File: src/rtl/hz_pkg.sv
package hz_pkg;
  typedef enum logic [1:0] {
    FWD_RF  = 2'b00,
    FWD_WB  = 2'b01,
    FWD_MEM = 2'b10
  } fwd_sel_e;
endpackage

File: src/rtl/hz_fwd_pick.sv
module hz_fwd_pick #(
  parameter int RA_W = 5
) (
  input  logic                clk,
  input  logic                rst_n,
  input  logic [RA_W-1:0]     src,
  input  logic                mem_valid,
  input  logic                mem_we,
  input  logic [RA_W-1:0]     mem_rd,
  input  logic                wb_valid,
  input  logic                wb_we,
  input  logic [RA_W-1:0]     wb_rd,
  output hz_pkg::fwd_sel_e    sel
);
  logic mem_hit, wb_hit, src_nz;

  always_comb begin
    src_nz  = (src != '0);
    mem_hit = mem_valid && mem_we && src_nz && (mem_rd == src);
    wb_hit  = wb_valid  && wb_we  && src_nz && (wb_rd  == src);
    if (mem_hit)     sel = hz_pkg::FWD_MEM;
    else if (wb_hit) sel = hz_pkg::FWD_WB;
    else             sel = hz_pkg::FWD_RF;
  end


  x0_nofwd_chk: assert property (@(posedge clk) disable iff (!rst_n)
    (src == '0) |-> (sel == hz_pkg::FWD_RF));


  fwd_qual_chk: assert property (@(posedge clk) disable iff (!rst_n)
    (sel == hz_pkg::FWD_MEM) |-> (mem_valid && mem_we));
endmodule

File: src/rtl/hz_loaduse.sv
module hz_loaduse #(
  parameter int RA_W = 5
) (
  input  logic            live,
  input  logic            id_valid,
  input  logic [RA_W-1:0] id_rs1,
  input  logic [RA_W-1:0] id_rs2,
  input  logic            id_use_rs1,
  input  logic            id_use_rs2,
  input  logic            ex_valid,
  input  logic            ex_is_load,
  input  logic [RA_W-1:0] ex_rd,
  output logic            hit
);
  logic rd_nz, m1, m2;

  always_comb begin
    rd_nz = (ex_rd != '0);
    m1    = id_use_rs1 && (id_rs1 == ex_rd);
    m2    = id_use_rs2 && (id_rs2 == ex_rd);
    hit   = live && id_valid && ex_valid && ex_is_load && rd_nz && (m1 || m2);
  end
endmodule

File: src/rtl/hz_redirect.sv
module hz_redirect #(
  parameter int PC_W = 32,
  parameter int STEP = 4
) (
  input  logic            live,
  input  logic            ex_valid,
  input  logic            ex_taken,
  input  logic [PC_W-1:0] ex_target,
  input  logic [PC_W-1:0] cur_pc,
  output logic            take,
  output logic [PC_W-1:0] pc_next
);
  always_comb begin
    take    = live && ex_valid && ex_taken;
    pc_next = take ? ex_target : (cur_pc + PC_W'(STEP));
  end
endmodule

File: src/rtl/hz_ctrl_top.sv
module hz_ctrl_top #(
  parameter int RA_W = 5,
  parameter int PC_W = 32
) (
  input  logic            clk,
  input  logic            rst_n,
  input  logic            id_valid,
  input  logic [RA_W-1:0] id_rs1,
  input  logic [RA_W-1:0] id_rs2,
  input  logic            id_use_rs1,
  input  logic            id_use_rs2,
  input  logic            ex_valid,
  input  logic [RA_W-1:0] ex_rs1,
  input  logic [RA_W-1:0] ex_rs2,
  input  logic [RA_W-1:0] ex_rd,
  input  logic            ex_is_load,
  input  logic            ex_taken,
  input  logic [PC_W-1:0] ex_target,
  input  logic            mem_valid,
  input  logic [RA_W-1:0] mem_rd,
  input  logic            mem_reg_we,
  input  logic            wb_valid,
  input  logic [RA_W-1:0] wb_rd,
  input  logic            wb_reg_we,
  input  logic [PC_W-1:0] cur_pc,
  output logic            pc_we,
  output logic            ifid_we,
  output logic            idex_bubble,
  output logic            ifid_flush,
  output logic            idex_flush,
  output logic            pc_sel,
  output logic [PC_W-1:0] pc_next,
  output logic [1:0]      fwd_a,
  output logic [1:0]      fwd_b
);
  localparam int STEP   = PC_W / 8;
  localparam int N_OPND = 2;

  logic live_q, live_d, live_en;
  logic lu_hit, take, hold;
  logic [RA_W-1:0]  ex_src [N_OPND];
  hz_pkg::fwd_sel_e sel_w  [N_OPND];

  always_comb begin
    live_en = !live_q;
    live_d  = 1'b1;
  end

  always_ff @(posedge clk or negedge rst_n) begin
    if (!rst_n)       live_q <= 1'b0;
    else if (live_en) live_q <= live_d;
  end

  hz_loaduse #(.RA_W(RA_W)) u_lu (
    .live(live_q), .id_valid(id_valid), .id_rs1(id_rs1), .id_rs2(id_rs2),
    .id_use_rs1(id_use_rs1), .id_use_rs2(id_use_rs2), .ex_valid(ex_valid),
    .ex_is_load(ex_is_load), .ex_rd(ex_rd), .hit(lu_hit)
  );

  hz_redirect #(.PC_W(PC_W), .STEP(STEP)) u_rd (
    .live(live_q), .ex_valid(ex_valid), .ex_taken(ex_taken),
    .ex_target(ex_target), .cur_pc(cur_pc), .take(take), .pc_next(pc_next)
  );

  assign ex_src[0] = ex_rs1;
  assign ex_src[1] = ex_rs2;

  for (genvar g = 0; g < N_OPND; g++) begin : g_opnd
    hz_fwd_pick #(.RA_W(RA_W)) u_fp (
      .clk(clk), .rst_n(rst_n), .src(ex_src[g]),
      .mem_valid(mem_valid), .mem_we(mem_reg_we), .mem_rd(mem_rd),
      .wb_valid(wb_valid), .wb_we(wb_reg_we), .wb_rd(wb_rd),
      .sel(sel_w[g])
    );
  end

  always_comb begin
    hold        = lu_hit && !take;
    pc_we       = !hold;
    ifid_we     = !hold;
    idex_bubble = hold;
    ifid_flush  = take;
    idex_flush  = take;
    pc_sel      = take;
    fwd_a       = sel_w[0];
    fwd_b       = sel_w[1];
  end


  flush_over_hold_chk: assert property (@(posedge clk) disable iff (!rst_n)
    ifid_flush |-> (pc_we && ifid_we && !idex_bubble));


  hold_freeze_chk: assert property (@(posedge clk) disable iff (!rst_n)
    idex_bubble |-> (!pc_we && !ifid_we && ex_is_load));


  redirect_target_chk: assert property (@(posedge clk) disable iff (!rst_n)
    pc_sel |-> (pc_next == ex_target && idex_flush));


  x0_nohold_chk: assert property (@(posedge clk) disable iff (!rst_n)
    (ex_rd == '0) |-> !idex_bubble);


  invalid_quiet_chk: assert property (@(posedge clk) disable iff (!rst_n)
    !ex_valid |-> (!idex_bubble && !ifid_flush));
endmodule

File: config.mk
export PLATFORM = sky130hd
export DESIGN_NAME = hz_ctrl_top
export DESIGN_NICKNAME = d
export VERILOG_FILES = /design/src/rtl/hz_pkg.sv /design/src/rtl/hz_fwd_pick.sv /design/src/rtl/hz_loaduse.sv /design/src/rtl/hz_redirect.sv /design/src/rtl/hz_ctrl_top.sv
export SDC_FILE = /design/constraint.sdc
export NUM_CORES = 1
export LEC_CHECK = 0
export BUFFER_PORTS_ARGS = -buffer_cell sky130_fd_sc_hd__buf_2
export CAP_MARGIN = 20
export CORE_UTILIZATION = 36
export CTS_BUF_LIST = sky130_fd_sc_hd__clkbuf_4
export DETAILED_ROUTE_END_ITERATION = 10
export PLACE_DENSITY = 0.83
export SLEW_MARGIN = 20
export SYNTH_ARGS = -nofsm -noshare
export SYNTH_HDL_FRONTEND = slang
export SYNTH_SLANG_ARGS = --single-unit
File: constraint.sdc
create_clock -name clk -period 1.7 [get_ports clk]
set_clock_uncertainty 0.15 [all_clocks]
set_input_delay 0 -clock clk [delete_from_list [all_inputs] [get_ports clk]]
set_output_delay 0 -clock clk [all_outputs]
set_load 0.02 [all_outputs]
* Yosys cells after proc, flatten, opt, wreduce, memory -nomap -nowiden
Index checks and enable logic that the tools add are counted.
** Storage, ports and cells
- Register bits after elaboration :: 1
- Bits in latches :: 0
- Memory bits (writable) :: 0
- Memory bits (read-only) :: 0
- Bits of input ports :: 111
- Output and inout port bits :: 42
- Word-level logic and storage cells :: 39
- Memories kept :: 0
** Operators by class
- Add/subtract/negate cells :: 1
- $mul :: 0
- Divide/modulo/power cells :: 0
- Order comparisons :: 0
- Equal/unequal tests :: 6
- Shift operators :: 0
- Mux-type cells :: 5
- Bitwise gates (word level) :: 0
- Reductions and logical operators :: 26
** Operators with widths (number)
- adder 32 x 3 -> 32 bit, second input constant :: 1
- two-way mux 32 bit :: 1
- == test 5 bit :: 6
- logical AND 1 bit :: 20
- nonzero test 5 bit :: 3
- two-way mux 2 bit :: 2
- zero test 1 bit :: 2
- two-way mux 1 bit :: 2
- logical OR 1 bit :: 1

* Longest topological paths before layout
Gate-level depths: netlist of the first run.
- Word-level depth :: 7
- Gate-level depth with buffers :: 6
- Mapped depth without buffers :: 5

* Cells and area by module
Synthesis of the first run repeated with hierarchy kept, for this count alone.
** Unflattened totals
- Cells, all modules :: 228
- Area total of the unflattened synthesis :: 1446.4 um^2
** By module, submodules not included
- hz_redirect :: instances 1, cells each 165, area each 934.6 um^2
- hz_fwd_pick :: instances 2, cells each 19, area each 153.9 um^2
- hz_loaduse :: instances 1, cells each 18, area each 140.1 um^2
- hz_ctrl_top :: instances 1, cells each 7, area each 63.8 um^2

* Least setup slack after synthesis of the first run
Ideal clock, no wire load.
- Kind :: input-to-output
- Start point :: input port cur_pc[2]
- End point :: output port pc_next[26]
- Data arrival time :: 1.631 ns
- Required time :: 1.550 ns
- Path slack :: -0.081 ns
- Stages :: 5
- Buffers on the path :: 0
- Cells stage by stage :: ha_1 nand2_1 or4_4 or4_1 a31oi_1
** Between the ends
- Word-level cells in the longest chain between the ends :: 2
** Ends and longest elaborated chain
- from (decl) :: line hz_ctrl_top.sv:25 : input logic [PC_W-1:0] cur_pc,
- adder 32 x 3 -> 32 bit :: line hz_redirect.sv:15 : pc_next = take ? ex_target : (cur_pc + PC_W'(STEP));
- two-way mux 32 bit :: line hz_redirect.sv:15
- to (decl) :: line hz_ctrl_top.sv:32 : output logic [PC_W-1:0] pc_next,
Every way passes these cells.

* Worst setup path after layout of the first run
- Start point :: input port cur_pc[9]
- End point :: output port pc_next[19]
The elaborated chain is that of the path after synthesis.

==> results of run 1 <==
## power by group
| part | total, W | switching [W] | internal, W |
|---|---|---|---|
| Combinational | 0.000688 | 0.000357 | 0.000331 |
| Clock | 0 | 0 | 0 |
| Sequential | 0.0000262 | 0.000000731 | 0.0000255 |
| Total | 0.000714 | 0.000358 | 0.000356 |
## worst min path at each step
stage | start | to | slack [ps] | cells past startpoint
finish | ex_target[0] | pc_next[0] | 150 | 4
global route | cur_pc[0] | pc_next[0] | 170 | 4
CTS | ex_target[0] | pc_next[0] | 150 | 4
detailed placement | rst_n | live_q | -370 | 1
global placement | rst_n | live_q | -370 | 1
floorplan | rst_n | live_q | -450 | 0
## metal layers
| metal | global-route usage | up-vias | routed length (um) |
|---|---|---|---|
| li1 | - | 1239 | - |
| met1 | 0.3188 | 1261 | 2673 |
| met3 | 0.03819 | 55 | 747 |
| met5 | 0 | - | 0 |
| met2 | 0.5322 | 224 | 3771 |
| met4 | 0.1087 | 0 | 342 |
## worst min-delay path: cells and delay by family
| family | cells | cell delay (ps) |
|---|---|---|
| buffers and inverters | 2 | 220 |
| AND/OR/NAND/NOR | 2 | 80 |
## Yosys cell counts, drive strengths merged (2+ instances only)
cell type	instances
a31oi	16
and2	2
and3	5
and4	5
buf	7
clkbuf	6
dlygate4sd1	2
inv	2
nand2	29
nand3	18
nand4	16
nor2	20
nor3	3
nor4	4
o211ai	2
o21ai	22
o31ai	5
or3	11
or4	12
xnor2	25
xor2	15
## what timing repair did
item                                    4_1_cts  5_1_grt
resized for setup                            37       34
hold buffers                                  1        0
setup buffers                                 4        7
endpoints found under the hold margin         1        0
pin swaps                                    14       20
gates cloned                                  2        0
endpoints found under the setup margin       13       16
## final cells by class
cell class	count	area, sq um
multi-input cells	216	1536
well taps	48	60.06
inverters	3	11.26
flip-flops and latches	1	25.02
fillers	260	895.9
repair buffers	193	1215
## cells by family after synthesis
kind of cell | Yosys count | synth area share
simple gates | 125 | 0.4669
compound gates | 47 | 0.1913
xor+xnor | 40 | 0.2435
buf+inv | 18 | 0.06957
fa+ha+maj | 1 | 0.008694
flops | 1 | 0.01739
other cells | 1 | 0.002606
## cells in the final DEF (no fill, tap or decap), types with 15 or more instances in the layout
cell	Yosys	final
buf_2	2	129
buf_4	5	42
nand2_1	29	28
xnor2_1	25	24
nor2_1	20	20
buf_6	0	19
o21ai_0	22	18
nand3_1	18	16
nand4_1	16	16
xor2_1	15	15
## stage by stage
stage	power (W)	setup TNS [ps]	std cells	setup slack, ps
floorplan	0.0002975	-127.6	233	-18.23
global placement	0.0005870	-1621	447	-242.9
detailed placement	0.0005966	-1766	447	-266.1
CTS	0.0006443	-1663	454	-207.6
global route	0.0007572	-3664	461	-380.8
finish	0.0007142	-2692	461	-250.3
==> flow_metrics.py, run 1 <==
metrics = {
    "outcome": {
        "status": "finished, violations left",
        "violations": "setup timing",
    },
    "global_route": {
        "grt-ovfl-total": 0,
        "track_usage": 0.2839,
        "grt_pass1_vias": 2260,
        "antenna_found_initial": 0,
        "grt_max_degree": 40,
        "grt_pass1_wl_mm": 9.860,
    },
    "floorplanning": {
        "dieHeight_um": 65.22,
        "start_util": 0.3844,
        "die_w_um": 65.22,
        "die_area_sq_um": 4254,
        "rows": 22,
        "boundaryPins": 153,
        "core_area_sq_um": 3744,
    },
    "sta": {
        "final_hold_viol_count": 0,
        "period_minus_slack_ps": 1950,
        "whs_ps": 152.5,
        "finalCritPeriodShare": 1.147,
        "fmax_mhz": 512.8,
        "setup_viol": 15,
        "rsz0062_at_grt": "true",
        "drv_slew": 0,
        "setup_ws_ps": -250.3,
    },
    "route": {
        "drc_errors": 0,
        "ant_nets": 0,
        "drt_iter0_markers": 252,
        "wl_mm": 7.535,
        "wl_per_cell_um": 16.34,
        "drt_pre_antenna_iters": 5,
        "vias_per_cell": 6.028,
        "num_vias": 2779,
    },
    "pwr": {
        "vdd_drop_max_mv": 0.1415,
        "power_density_nw_per_um2": 250.8,
        "p_leak_nw": 1.284,
    },
    "worst_setup_path": {
        "path_class": "in -> out",
        "cp-startpoint": "cur_pc[9]",
        "critPathMaxFanout": 6,
        "critPathCapture": "pc_next[19]",
        "start_kind": "input port",
        "cp.required_ps": 1550,
        "cp_num_buf_inv": 4,
        "cp_slowest_cell": "or4_4",
        "crit_arrival_ps": 1800,
        "path_depth": 8,
        "path_cells": "buf_6 > nand4_1 > buf_4 > or4_4 > buf_6 > or3_1 > a31oi_1 > buf_4",
        "cp_top_family": "simple AND/OR/NAND/NOR gates",
        "cpPeakStageDelay_ps": 540,
        "cp-end-kind": "output pin",
    },
    "yosys": {
        "synthTopCellsByArea": "xnor2_1 15%, xor2_1 9.1%, o21ai_0 7.7%, nand2_1 7.6%, a31oi_1 7.0%",
        "yosysWarnings": 0,
        "syn_nets": 345,
        "synth.cell_area_sq_um": 1439,
        "yosysTopAreaCell": "xnor2_1",
        "synth_edf_count": 0,
        "synth_cell_type_count": 32,
        "yosysTopAreaCellShare": 0.1522,
        "avgSynthCellArea_sq_um": 6.175,
        "synth-main-ff-cell": "dfrtp_1",
        "synthArstFlopShare": 1.000,
        "ys_seq_elements": 1,
        "ys_seq_area_frac": 0.01739,
        "synth_cells": 233,
    },
    "layout": {
        "final_cell_area_sq_um": 2848,
        "drive_gt1_frac": 0.5375,
        "postLayoutCoreUtil": 0.7607,
        "reg_top3": "live_q: 1 flops",
        "antennaDiodeCount": 0,
        "final_nets": 527,
        "largest_reg_flops": 1,
        "area_growth_pct": 97.91,
        "largest_register": "live_q",
    },
    "place": {
        "place_congestion": 0.8248,
        "place_area_sq_um": 2441,
        "numPortBuffers": 152,
        "dp_hpwl_mm": 4.752,
    },
    "min_path": {
        "hp-class": "in -> out",
    },
    "run": {
        "maxCapViolCount": 0,
    },
}
Power figures use the tool's default switching activity.
==> inputs of run 2 (changes only) <==
SYNTH_HIERARCHICAL = 1   (was default)
==> run 2 against run 1 <==
  * The flow now finishes without violations
  * Critical path depth fell by 1
  * Global-route usage fell by 6.8 points
  * Synthesized area rose by 0.52%
  * Total power fell by 22%
  * Via count fell by 24%
  * Sequential share of layout area rose by 0.22 points
  * Setup slack improved by 320 ps
  * First-iteration DRC count fell by 69%
  * Flip-flop and latch count did not move
  * Synthesized cell count fell by 2.1%
  * Routed wire length fell by 35%
==> flow_metrics.py, run 2 <==
metrics = {
    "outcome": {
        "status": "finished, final reports clean",
    },
    "worst_setup_path": {
        "cp-end-kind": "output pin",
        "cp.required_ps": 1550,
        "cp_slowest_cell": "or3_1",
        "cpPeakStageDelay_ps": 370,
        "path_class": "in -> out",
        "start_kind": "input port",
        "path_cells": "buf_2 > nand3_1 > nor3_4 > nand3_2 > or3_1 > a31oi_1 > buf_4",
        "crit_arrival_ps": 1480,
        "critPathMaxFanout": 5,
    },
    "yosys": {
        "avgSynthCellArea_sq_um": 6.344,
        "synth_cells": 228,
        "yosysTopAreaCell": "xor2_1",
        "synth_xor_area_frac": 0.3452,
        "ys_seq_area_frac": 0.01730,
        "yosysWarnings": 6,
        "synthSimpleGateAreaFrac": 0.4507,
        "synth_fa_ha_area_frac": 0.008651,
        "synth_edf_count": 0,
        "yosysTopAreaCellShare": 0.1877,
        "synth_top_family_by_area": "simple AND/OR/NAND/NOR gates",
        "synth_mux_area_frac": 0,
        "synth.cell_area_sq_um": 1446,
        "synth-compound-area-share": 0.1151,
        "ys_seq_elements": 1,
        "syn_nets": 340,
        "yosysMostFrequentCell": "nand2_1",
        "synth_cell_type_count": 34,
        "synthArstFlopShare": 1.000,
        "ys_top_cells_by_count": "44 x nand2_1, 31 x xor2_1, 26 x o21ai_0, 26 x xnor2_1",
        "synthTopCellsByArea": "xor2_1 19%, xnor2_1 16%, nand2_1 11%, o21ai_0 9.0%, nand4_1 7.4%",
        "synth-main-ff-cell": "dfrtp_1",
    },
    "global_route": {
        "antenna_found_initial": 0,
        "grt_pass1_wl_mm": 7.583,
        "grt-ovfl-total": 0,
        "track_usage": 0.2155,
        "grt_pass1_vias": 1878,
        "grt_max_degree": 41,
    },
    "pwr": {
        "p_sw_w": 0.0002923,
        "clkPwrFrac": 0,
        "p_leak_nw": 1.067,
        "p_int_w": 0.0002623,
        "power_density_nw_per_um2": 244.3,
        "vdd_drop_max_mv": 0.1745,
        "switching_share": 0.5271,
        "p_seq_frac": 0.047,
        "comb_power_share": 0.953,
        "fin_total_pwr_w": 0.0005546,
    },
    "place": {
        "numPortBuffers": 152,
        "dpl_worst_slack_ps": 117.0,
        "place_congestion": 0.8121,
        "dp_hpwl_mm": 4.284,
    },
    "layout": {
        "drive_gt1_frac": 0.4572,
        "layout_common_cells": "151 x buf_2, 44 x nand2_1, 31 x xor2_1",
        "antennaDiodeCount": 0,
        "area_growth_pct": 56.92,
        "final_nets": 488,
        "reg_top3": "live_q: 1 flops",
        "final_common_cell": "buf_2",
        "largest_reg_flops": 1,
        "largest_register": "live_q",
    },
    "min_path": {
        "hp-start": "ex_target[1]",
        "hp-class": "in -> out",
        "min_path_cells": 4,
        "hold_path_end": "pc_next[1]",
    },
    "floorplanning": {
        "rows": 22,
        "die_area_sq_um": 4275,
        "start_util": 0.3864,
        "core_area_sq_um": 3744,
        "die_w_um": 65.39,
        "dieHeight_um": 65.39,
        "boundaryPins": 153,
    },
    "clock_network": {
        "cts_setup_buffers": 0,
    },
    "sta": {
        "fmax_mhz": 613.5,
        "drv_slew": 0,
        "setup_ws_ps": 69.93,
        "finalCritPeriodShare": 0.9589,
        "period_minus_slack_ps": 1630,
        "setup_viol": 0,
        "final_hold_viol_count": 0,
    },
    "route": {
        "wl_per_cell_um": 11.67,
        "ant_nets": 0,
        "drc_errors": 0,
        "vias_per_cell": 5.009,
        "drt_pre_antenna_iters": 4,
        "drt_iter0_markers": 77,
        "num_vias": 2114,
        "wl_mm": 4.926,
    },
    "run": {
        "maxCapViolCount": 0,
    },
}
-- run 2: worst max path at each step --
stage,start,to,slack [ps],cells after the start
final,cur_pc[11],pc_next[24],70,7
after global placement,cur_pc[2],pc_next[24],120,8
after detailed placement,cur_pc[2],pc_next[24],120,8
after floorplan,live_q,pc_we,20,5
after global routing,cur_pc[11],pc_next[24],-50,7
after CTS,cur_pc[2],pc_next[24],90,8
-- run 2: cell families after synthesis --
logic type | after synthesis
AND/OR/NAND/NOR | 119
XOR/XNOR | 57
AO/OA/AOI/OAI | 31
buffers and inverters | 18
adder cells (fa/ha/maj) | 1
flip-flops | 1
other | 1
-- run 2: metal layers --
layer | track usage | vias to the layer above | routed length [um]
met5 | 0 | - | 0
met4 | 0.02717 | 0 | 51
met3 | 0.01042 | 5 | 284
met2 | 0.4369 | 75 | 2680
met1 | 0.2477 | 945 | 1910
li1 | - | 1089 | -
-- run 2: per-stage QoR --
stage	utilization	setup TNS [ps]	instance area (sq um)	hold WS, ps	cells
detailed placement	0.6013	0	2251	-374.3	421
floorplan	-	0	1446	-445.6	228
global route	0.6063	-53.79	2270	183.4	422
CTS	0.6039	0	2261	162.1	422
global placement	0.6013	0	2251	-375.9	421
finish	0.6063	0	2270	158.9	422
-- run 2: cell type report --
class,count,area (sq um)
sequential,1,25.02
inverter,3,11.26
multi-input combinational,209,1340
timing repair buffer,161,833.3
tap,48,60.06
fill,376,1474
-- run 2: power by group through the flow --
stage | clock [W] | sequential [W] | combinational [W]
final | 0 | 0.0000262 | 0.000528
after floorplan | 0 | 0.0000259 | 0.000262
after global routing | 0 | 0.0000264 | 0.000578
after CTS | 0 | 0.0000262 | 0.000528
after global placement | 0 | 0.0000260 | 0.000516
after detailed placement | 0 | 0.0000262 | 0.000523
-- run 2: critical path, delay by kind of cell --
family          cells  cell delay (ps)
compound gates      1              190
buf+inv             2              290
simple gates        4             1000
-- run 2: what timing repair did --
item / 4_1_cts / 5_1_grt
resized for setup: 0 / 2
endpoints found under the setup margin: 0 / 2
endpoints found under the hold margin: 1 / 0
hold buffers: 1 / 0
